==> src/rtl/pbus_pkg.sv <==
package pbus_pkg;
    localparam int ON_W    = 4;
    localparam int OFF_W   = 6;
    localparam int ONOFF_W = 3 * (ON_W + OFF_W);
    localparam int CYC_W   = 28;
    localparam int NSTRB   = 3;
    localparam int NPIN    = NSTRB + 1;
    localparam int S_CS    = 0;
    localparam int S_WE    = 1;
    localparam int S_RE    = 2;
    localparam int S_A0    = 3;

    typedef logic [OFF_W-1:0] tick_t;
    typedef logic [ON_W-1:0]  ontk_t;

    typedef struct packed {
        ontk_t cs_on;
        tick_t cs_off;
        ontk_t we_on;
        tick_t we_off;
        ontk_t re_on;
        tick_t re_off;
        tick_t wr_cyc;
        tick_t rd_cyc;
        tick_t acc;
    } tim_t;

    function automatic tim_t unpack_tim(input logic [ONOFF_W-1:0] w0,
                                        input logic [CYC_W-1:0]   w1);
        tim_t t;
        t.cs_on  = w0[3:0];
        t.cs_off = w0[9:4];
        t.we_on  = w0[13:10];
        t.we_off = w0[19:14];
        t.re_on  = w0[23:20];
        t.re_off = w0[29:24];
        t.wr_cyc = w1[5:0];
        t.rd_cyc = w1[11:6];
        t.acc    = w1[27:22];
        return t;
    endfunction

    function automatic logic tim_ok(input tim_t t, input logic [CYC_W-1:0] w1);
        tick_t cson, weon, reon, late, pw;
        cson = tick_t'(t.cs_on);
        weon = tick_t'(t.we_on);
        reon = tick_t'(t.re_on);
        late = (t.we_off > t.re_off) ? t.we_off : t.re_off;
        pw   = w1[17:12];
        return (t.we_off > weon) && (t.re_off > reon) && (t.cs_off > cson)
            && (t.cs_off >= late) && (t.wr_cyc >= t.we_off)
            && (t.rd_cyc >= t.re_off) && (t.acc > reon)
            && ((t.cs_off - cson) >= pw) && (w1[21:18] == 4'd0);
    endfunction
endpackage

==> src/rtl/pbus_tick_gen.sv <==
module pbus_tick_gen #(
    parameter int TW = 6
) (
    input  logic          clk,
    input  logic          rst,
    input  logic          load_i,
    input  logic          run_i,
    input  logic          x2_i,
    output logic [TW-1:0] tick_o,
    output logic          first_o
);
    logic half_q;

    always_ff @(posedge clk) begin
        if (rst || load_i) begin
            tick_o <= '0;
            half_q <= 1'b0;
        end else if (run_i) begin
            if (x2_i && !half_q) begin
                half_q <= 1'b1;
            end else begin
                half_q <= 1'b0;
                tick_o <= tick_o + 1'b1;
            end
        end
    end

    assign first_o = !half_q;
endmodule

==> src/rtl/pbus_strobe_win.sv <==
module pbus_strobe_win #(
    parameter int N  = 3,
    parameter int TW = 6
) (
    input  logic [TW-1:0]         tick_i,
    input  logic [N-1:0][TW-1:0]  on_i,
    input  logic [N-1:0][TW-1:0]  off_i,
    input  logic [N-1:0]          en_i,
    output logic [N-1:0]          act_o
);
    for (genvar i = 0; i < N; i++) begin : g_win
        assign act_o[i] = en_i[i] && (tick_i >= on_i[i]) && (tick_i < off_i[i]);
    end
endmodule

==> src/rtl/pbus_strobe_timer.sv <==
module pbus_strobe_timer import pbus_pkg::*; #(
    parameter int DW = 16
) (
    input  logic               clk,
    input  logic               rst,
    input  logic               start,
    input  logic               rd_sel,
    input  logic               cmd_sel,
    input  logic               tick_x2,
    input  logic [NPIN-1:0]    pol_inv,
    input  logic [ONOFF_W-1:0] edge_word,
    input  logic [CYC_W-1:0]   cyc_word,
    input  logic [DW-1:0]      bus_din,
    output logic               cs_o,
    output logic               we_o,
    output logic               re_o,
    output logic               a0_o,
    output logic               cap_o,
    output logic               done,
    output logic               busy,
    output logic               err,
    output logic [DW-1:0]      rd_data
);
    tim_t    cfg_in, tim_q;
    logic    cfg_ok, accept, launch;
    logic    busy_q, rd_q, cmd_q, x2_q, err_q;
    logic [DW-1:0] rdat_q;
    tick_t   tick, cyc_sel;
    logic    first;
    logic    done_w, cap_w;

    logic [NSTRB-1:0][OFF_W-1:0] on_v, off_v;
    logic [NSTRB-1:0]            en_v, act_v;

    assign cfg_in = unpack_tim(edge_word, cyc_word);
    assign cfg_ok = tim_ok(cfg_in, cyc_word);
    assign accept = start && !busy_q;
    assign launch = accept && cfg_ok;

    always_ff @(posedge clk) begin
        if (rst) begin
            busy_q <= 1'b0;
            rd_q   <= 1'b0;
            cmd_q  <= 1'b0;
            x2_q   <= 1'b0;
            err_q  <= 1'b0;
            tim_q  <= '0;
            rdat_q <= '0;
        end else begin
            if (launch) begin
                busy_q <= 1'b1;
                tim_q  <= cfg_in;
                rd_q   <= rd_sel;
                cmd_q  <= cmd_sel;
                x2_q   <= tick_x2;
            end else if (done_w) begin
                busy_q <= 1'b0;
            end
            if (accept && !cfg_ok) begin
                err_q <= 1'b1;
            end
            if (cap_w) begin
                rdat_q <= bus_din;
            end
        end
    end

    pbus_tick_gen #(.TW(OFF_W)) u_tick (
        .clk     (clk),
        .rst     (rst),
        .load_i  (launch),
        .run_i   (busy_q),
        .x2_i    (x2_q),
        .tick_o  (tick),
        .first_o (first)
    );

    assign cyc_sel = rd_q ? tim_q.rd_cyc : tim_q.wr_cyc;
    assign done_w  = busy_q && first && (tick == cyc_sel);
    assign cap_w   = busy_q && rd_q && first && (tick == tim_q.acc);

    assign on_v[S_CS]  = tick_t'(tim_q.cs_on);
    assign on_v[S_WE]  = tick_t'(tim_q.we_on);
    assign on_v[S_RE]  = tick_t'(tim_q.re_on);
    assign off_v[S_CS] = tim_q.cs_off;
    assign off_v[S_WE] = tim_q.we_off;
    assign off_v[S_RE] = tim_q.re_off;
    assign en_v[S_CS]  = busy_q;
    assign en_v[S_WE]  = busy_q && !rd_q;
    assign en_v[S_RE]  = busy_q && rd_q;

    pbus_strobe_win #(.N(NSTRB), .TW(OFF_W)) u_win (
        .tick_i (tick),
        .on_i   (on_v),
        .off_i  (off_v),
        .en_i   (en_v),
        .act_o  (act_v)
    );

    assign cs_o    = act_v[S_CS] ^ pol_inv[S_CS];
    assign we_o    = act_v[S_WE] ^ pol_inv[S_WE];
    assign re_o    = act_v[S_RE] ^ pol_inv[S_RE];
    assign a0_o    = (busy_q && cmd_q) ^ pol_inv[S_A0];
    assign cap_o   = cap_w;
    assign done    = done_w;
    assign busy    = busy_q;
    assign err     = err_q;
    assign rd_data = rdat_q;
endmodule

==> config.mk <==
export PLATFORM = sky130hd
export DESIGN_NAME = pbus_strobe_timer
export DESIGN_NICKNAME = d
export VERILOG_FILES = /design/src/rtl/pbus_pkg.sv /design/src/rtl/pbus_tick_gen.sv /design/src/rtl/pbus_strobe_win.sv /design/src/rtl/pbus_strobe_timer.sv
export SDC_FILE = /design/constraint.sdc
export NUM_CORES = 1
export LEC_CHECK = 0
export CAP_MARGIN = 20
export CORE_MARGIN = 2
export CORE_UTILIZATION = 43
export CTS_CLUSTER_DIAMETER = 100
export CTS_CLUSTER_SIZE = 40
export DETAILED_ROUTE_END_ITERATION = 10
export PLACE_DENSITY = 0.69
export SETUP_SLACK_MARGIN = 0.02
export SYNTH_ARGS = -nofsm -noshare
export SYNTH_HDL_FRONTEND = slang
export SYNTH_SLANG_ARGS = --single-unit
==> constraint.sdc <==
create_clock -name clk -period 6.8 [get_ports clk]
set_clock_uncertainty 0.2 [all_clocks]
set_input_delay 0.68 -clock clk [delete_from_list [all_inputs] [get_ports clk]]
set_output_delay 0.68 -clock clk [all_outputs]
set_load 0.05 [all_outputs]
# ---- Word-level counts from Yosys, hierarchy flattened
# Index checks and enable logic that the tools add are counted.
dict set report totals {
  regBits 76
  input_bits 84
  out_inout_bits 24
  wordCells 79
}
dict set report op_classes {
  n_addsub 2
  order_cmp 15
  n_eq_ne 2
  muxes 5
  n_bitwise 5
  reduce_logical 33
}
# cell n
set ops {}
lappend ops {{$logic_and A1 B1 Y1} 25}
lappend ops {{$ge A6 B6 Y1} 4}
lappend ops {{$gt A6 B4 Y1} 4}
lappend ops {{$ge A6 B4 Y1} 3}
lappend ops {{$lt A6 B6 Y1} 3}
lappend ops {{$eq A6 B6 Y1} 2}
lappend ops {{$mux W6} 2}
lappend ops {{$add A6 B1 Y6 const B} 1}
lappend ops {{$gt A6 B6 Y1} 1}
lappend ops {{$sub A6 B4 Y6} 1}
lappend ops {{$logic_not A1 Y1} 4}
lappend ops {{$logic_not A4 Y1} 1}
lappend ops {{$xor A1 B1 Y1} 4}
lappend ops {{$mux W1} 3}
lappend ops {{$reduce_and A2 Y1} 1}
lappend ops {{$reduce_bool A2 Y1} 1}
lappend ops {{$logic_or A1 B1 Y1} 1}
lappend ops {{$not A1 Y1} 1}

# ---- Depth between registers and ports, before layout
dict set report logic_depth {
  depth_word 11
  ltp_mapped 17
  depth_no_buf 15
}

# ---- Modules after synthesis
# A second synthesis with hierarchy kept.
dict set report unflattened {
  hier_cells 641
  area_unflattened_um2 5639.2
}
# mod instances cells_per_inst area_each_um2 seq_area_each_um2
set modules_own_cells {}
lappend modules_own_cells {pbus_strobe_timer 1 489 4460.5 1381.3}
lappend modules_own_cells {pbus_strobe_win 1 112 834.6 0.0}
lappend modules_own_cells {pbus_tick_gen 1 40 344.1 140.1}

# ---- Worst setup path after synthesis
# OpenSTA, ideal clock, no wires.
dict set report synth_timing {
  path_kind {input port to flip-flop}
  start {in edge_word[25]}
  end {reg rd_q}
  setup_ns 0.070
  t_arrival_ns 3.878
  t_required_ns 6.530
  path_slack_ns 2.652
  path_stages 17
  n_path_buf 2
  path_cell_list {inv_1 ha_1 nor2b_1 o21a_1 o21a_1 o21a_1 o31ai_2 mux2i_1 ha_1 a21oi_1 o21ai_0 a221oi_1 a2111o_1 buf_6 clkbuf_8 o31ai_1 a21oi_1}
}
dict set report synth_between {
  elab_chain_cells 10
  elab_cells_between_ends 14
  classes_between {4 x order compare; 1 x mux; 9 x reduce/logical}
}
# item line_no
set synth_lines {}
lappend synth_lines {{start: declaration} pbus_strobe_timer.sv:11} ;# input logic [ONOFF_W-1:0] edge_word,
lappend synth_lines {{$gt A6 B6 Y1 / $gt A6 B4 Y1 (equally long branches)} {pbus_pkg.sv:48, pbus_pkg.sv:50}}
lappend synth_lines {{$mux W6 / $logic_and A1 B1 Y1 (equally long branches)} {pbus_pkg.sv:48, pbus_pkg.sv:50}}
lappend synth_lines {{$ge A6 B6 Y1 / $logic_and A1 B1 Y1 (equally long branches)} {pbus_pkg.sv:51, pbus_pkg.sv:50}}
lappend synth_lines {{$logic_and A1 B1 Y1 (2 in series)} pbus_pkg.sv:51} ;# && (t.cs_off >= late) && (t.wr_cyc >= t.we_off)
lappend synth_lines {{$logic_and A1 B1 Y1 (*) (2 in series)} pbus_pkg.sv:52} ;# && (t.rd_cyc >= t.re_off) && (t.acc > reon)
lappend synth_lines {{$logic_and A1 B1 Y1 (*) (2 in series)} pbus_pkg.sv:53} ;# && ((t.cs_off - cson) >= pw) && (w1[21:18] == 4'd0);
lappend synth_lines {{$logic_and A1 B1 Y1 (*)} pbus_strobe_timer.sv:38} ;# assign launch = accept && cfg_ok;
lappend synth_lines {{end signal: assignment} pbus_strobe_timer.sv:53} ;# rd_q <= rd_sel;
lappend synth_lines {{end: declaration} pbus_strobe_timer.sv:26} ;# logic busy_q, rd_q, cmd_q, x2_q, err_q;
# Mark *: on every way between the ends. The rest lies on a longest branch, timed or not.
# A chain may end at the register's enable or synchronous reset.

# ---- Final worst setup path
dict set report layout_timing {
  start {in edge_word[25]}
  end {reg err_q (netlist: err)}
}
dict set report layout_between {
  elab_chain_cells 11
  elab_cells_between_ends 15
  classes_between {4 x order compare; 1 x mux; 10 x reduce/logical}
}
# item line_no
set layout_lines {}
lappend layout_lines {{$gt A6 B6 Y1 / $gt A6 B4 Y1 (equally long branches)} {pbus_pkg.sv:48, pbus_pkg.sv:50}}
lappend layout_lines {{$mux W6 / $logic_and A1 B1 Y1 (equally long branches)} {pbus_pkg.sv:48, pbus_pkg.sv:50}}
lappend layout_lines {{$ge A6 B6 Y1 / $logic_and A1 B1 Y1 (equally long branches)} {pbus_pkg.sv:51, pbus_pkg.sv:50}}
lappend layout_lines {{$logic_and A1 B1 Y1 (2 in series)} pbus_pkg.sv:51}
lappend layout_lines {{$logic_and A1 B1 Y1 (*) (2 in series)} pbus_pkg.sv:52}
lappend layout_lines {{$logic_and A1 B1 Y1 (*) (2 in series)} pbus_pkg.sv:53}
lappend layout_lines {{$logic_not A1 Y1 (*)} pbus_strobe_timer.sv:59} ;# if (accept && !cfg_ok) begin
lappend layout_lines {{$logic_and A1 B1 Y1 (*)} pbus_strobe_timer.sv:59}
lappend layout_lines {{end signal: assignment} pbus_strobe_timer.sv:46} ;# err_q <= 1'b0;
lappend layout_lines {{end signal: assignment} pbus_strobe_timer.sv:60} ;# err_q <= 1'b1;
lappend layout_lines {{end: declaration} pbus_strobe_timer.sv:26}
# Marked as above.

==> run metrics <==
Routed WL per cell 17.1 um; Initial DRC Count between 400 and 500; root buf cell clkbuf_16; logic gate share of total power 19.4%; worst r2r path cells 6; Initial Util ~44%; switching pwr around 0.30 mW; Worst path most repeated cell o21a_1; Area Overhead vs Synth 23.9%; Yosys cell types 50; Hold Vio Cnt, Final 0; gr ovfl total 0; CP Launch Type input port; hold buffers post-CTS 0; sequential share of the synthesized area 27.8%; CP max FO 29; PortBufs approximately 110; worst slew pin tran ~900 ps; TritonCTS buffer count 9; vias in the first global route around 4.7k; hold-critical path depth 2; CP Data Arrival Time 5310 ps; TritonCTS clock tree built; Die W 117 um; Crit path largest cell delay between 500 and 600 ps; ANT cells 0; antenna violations before repair 0; Syn. warnings 0; LEAKAGE 2.70 nW; Placer Congestion 0.877; die area 13600 um2; Clock Latency Late Sink 330 ps; via count ~4.9k; commonest non-fill, non-tap cells in the layout clkdlybuf4s50_1 (106), dfxtp_1 (76), ha_1 (74), a21oi_1 (64), inv_1 (62); WS Path Type in2reg; Worst slew margin 38.7%; final-stage net count 855; commonest non-fill, non-tap cell in the layout clkdlybuf4s50_1; syn nets 780; run status finished clean; area of the multi-input gates 3390 um2; post-layout util 54.1%; Post-synth EDFFs 0; max-cap viol count 0; Mapped Area 5470 um2; clock-pin slew on the worst setup and hold paths roughly 60 ps; Primary FF master, synth dfxtp_1; period utilization 77.2%; Post-Syn Instances 621; largest net degree at the start of global routing 77; global-route wire length before repair around 24000 um; Core Box Area 12500 um2; RSZ-0062 raised after global routing false; crit path cell chain clkdlybuf4s50_1 > inv_1 > ha_1 > nor2b_1 > o21a_1 > o21a_1 > o21a_1 > o31ai_2 > mux2i_1 > ha_1 > a21oi_1 > o21ai_0 > a221oi_1 > a2111o_2 > buf_4 > o21ai_0 > a21oi_1; crit path from edge_word[25]; DP HPWL about 11000 um; Reg area approximately 1500 um2; Vias per Instance 5.64; Inst Count DP around 860; htree depth 3; r2r setup slk about 4000 ps; Syn Area/Cell 8.81 um2; Req. time, crit path approximately 7000 ps; Hold Crit Class reg2reg; asr flop ratio synth 0%; Max Root-Sink Buffers 2; GRT Util Overall 22.3%; # DRC 0; R2R Path Start busy; peak supply drop 0.139 mV; clock share of power 39.7%; Vert. Die Dim 117 um; Switching Share 27.9%; Critical-path top delay cell a2111o_2; post-layout min period 5250 ps; Reg power frac 40.8%; WL final 15000 um; total negative setup slack 0 ps; share of layout cells above drive strength 1 5.85%; #FFs+latches synth 76; Max Slew Vio Count 0; Final setup viols 0; Post-CTS Resized 0; non-filler cells, final slightly below 900; clk sinks 76; First-pass DRT Iterations 5; row cnt 41; internal power 0.788 mW; Filler Cells Inserted 1194; Max Fclk 0.191 GHz; HP Start err; Post-CTS Setup Bufs 0; crit path capture type flip-flop; Post-DRT Antenna Nets 0; Power Density 161 nW/um2; IO Pins 108
==> sequential cells by signal (all words and copies together) (netlist names) <==
| signal | cells |
|---|---|
| busy | 1 |
| cmd_q | 1 |
| err | 1 |
| off_v | 18 |
| on_v | 12 |
| rd_data | 16 |
| rd_q | 1 |
| tim_q | 18 |
| u_tick.half_q | 1 |
| u_tick.tick_o | 6 |
| x2_q | 1 |
==> metal layers <==
| layer | global-route usage, % | part of all wire (%) | wire length (um) |
|---|---|---|---|
| met4 | 6.20 | 1.6 | 232 |
| met3 | 4.43 | 5.8 | 868 |
| met1 | 30.5 | 45 | 6690 |
| met2 | 35.9 | 48 | 7170 |
| met5 | 0 | 0 | 0 |
==> per-stage QoR <==
step,hold slack [ps],total power [mW],area [um2],setup slack [ps]
after floorplan,243,0.584,5470,2650
after global placement,239,0.656,6460,1340
after detailed placement,251,0.663,6460,1160
after CTS,261,1.10,6730,1510
after global routing,275,1.14,6770,1180
final,254,1.09,6770,1550
==> cell type report <==
class / instances / share of cell area (%)
inverters: 62 / 3.44
flip-flops and latches: 76 / 22.5
multi-input cells: 433 / 50.1
repair buffers: 114 / 16.9
clock inverters: 5 / 0.536
well taps: 172 / 3.18
clock buffers: 11 / 3.44
==> synth_stat cells (all sizes together) (6+ instances only) <==
master / instances / area share [%]
dfxtp: 76 / 28
ha: 74 / 17
a21oi: 65 / 6.0
inv: 62 / 4.3
nand4: 60 / 7.0
o31ai: 52 / 7.9
buf: 30 / 4.3
mux2i: 29 / 5.3
nor2: 22 / 1.5
clkbuf: 20 / 1.8
xor2: 18 / 2.9
a21o: 15 / 2.1
nor3: 11 / 1.3
nand2: 10 / 0.69
nor2b: 10 / 1.1
o21ai: 9 / 0.82
nand2b: 8 / 0.92
xnor2: 7 / 1.1
nand3: 6 / 0.55
==> critical path, delay by kind of cell <==
family / cells / cell delay, ps
adders and majority gates: 2 / 550
buffers and inverters: 3 / 1070
AOI/OAI and AO/OA: 10 / 2560
muxes: 1 / 280
and+or+nand+nor: 1 / 130
==> logic make-up after synthesis <==
logic type               synth area share [%]
AND/OR/NAND/NOR                          14.5
XOR/XNOR                                 4.00
buffers and inverters                    10.4
multiplexers                             5.31
flip-flops                               27.8
adder cells (fa/ha/maj)                  17.3
AO/OA/AOI/OAI                            20.8
==> path summary, 6_finish.rpt <==
| kind | to |
|---|---|
| worst min register to register | err |
| worst max-delay path | err |
| worst max register to register | rd_data[5] |
| worst min-delay path | err |
==> power groups by stage <==
| stage | combinational, mW | clock, mW | sequential (mW) |
|---|---|---|---|
| floorplan | 0.126 | 0 | 0.458 |
| global placement | 0.200 | 0 | 0.456 |
| detailed placement | 0.207 | 0 | 0.456 |
| CTS | 0.208 | 0.441 | 0.446 |
| global route | 0.233 | 0.463 | 0.446 |
| finish | 0.212 | 0.434 | 0.446 |
Note: power is estimated with default switching activity, not from simulation.
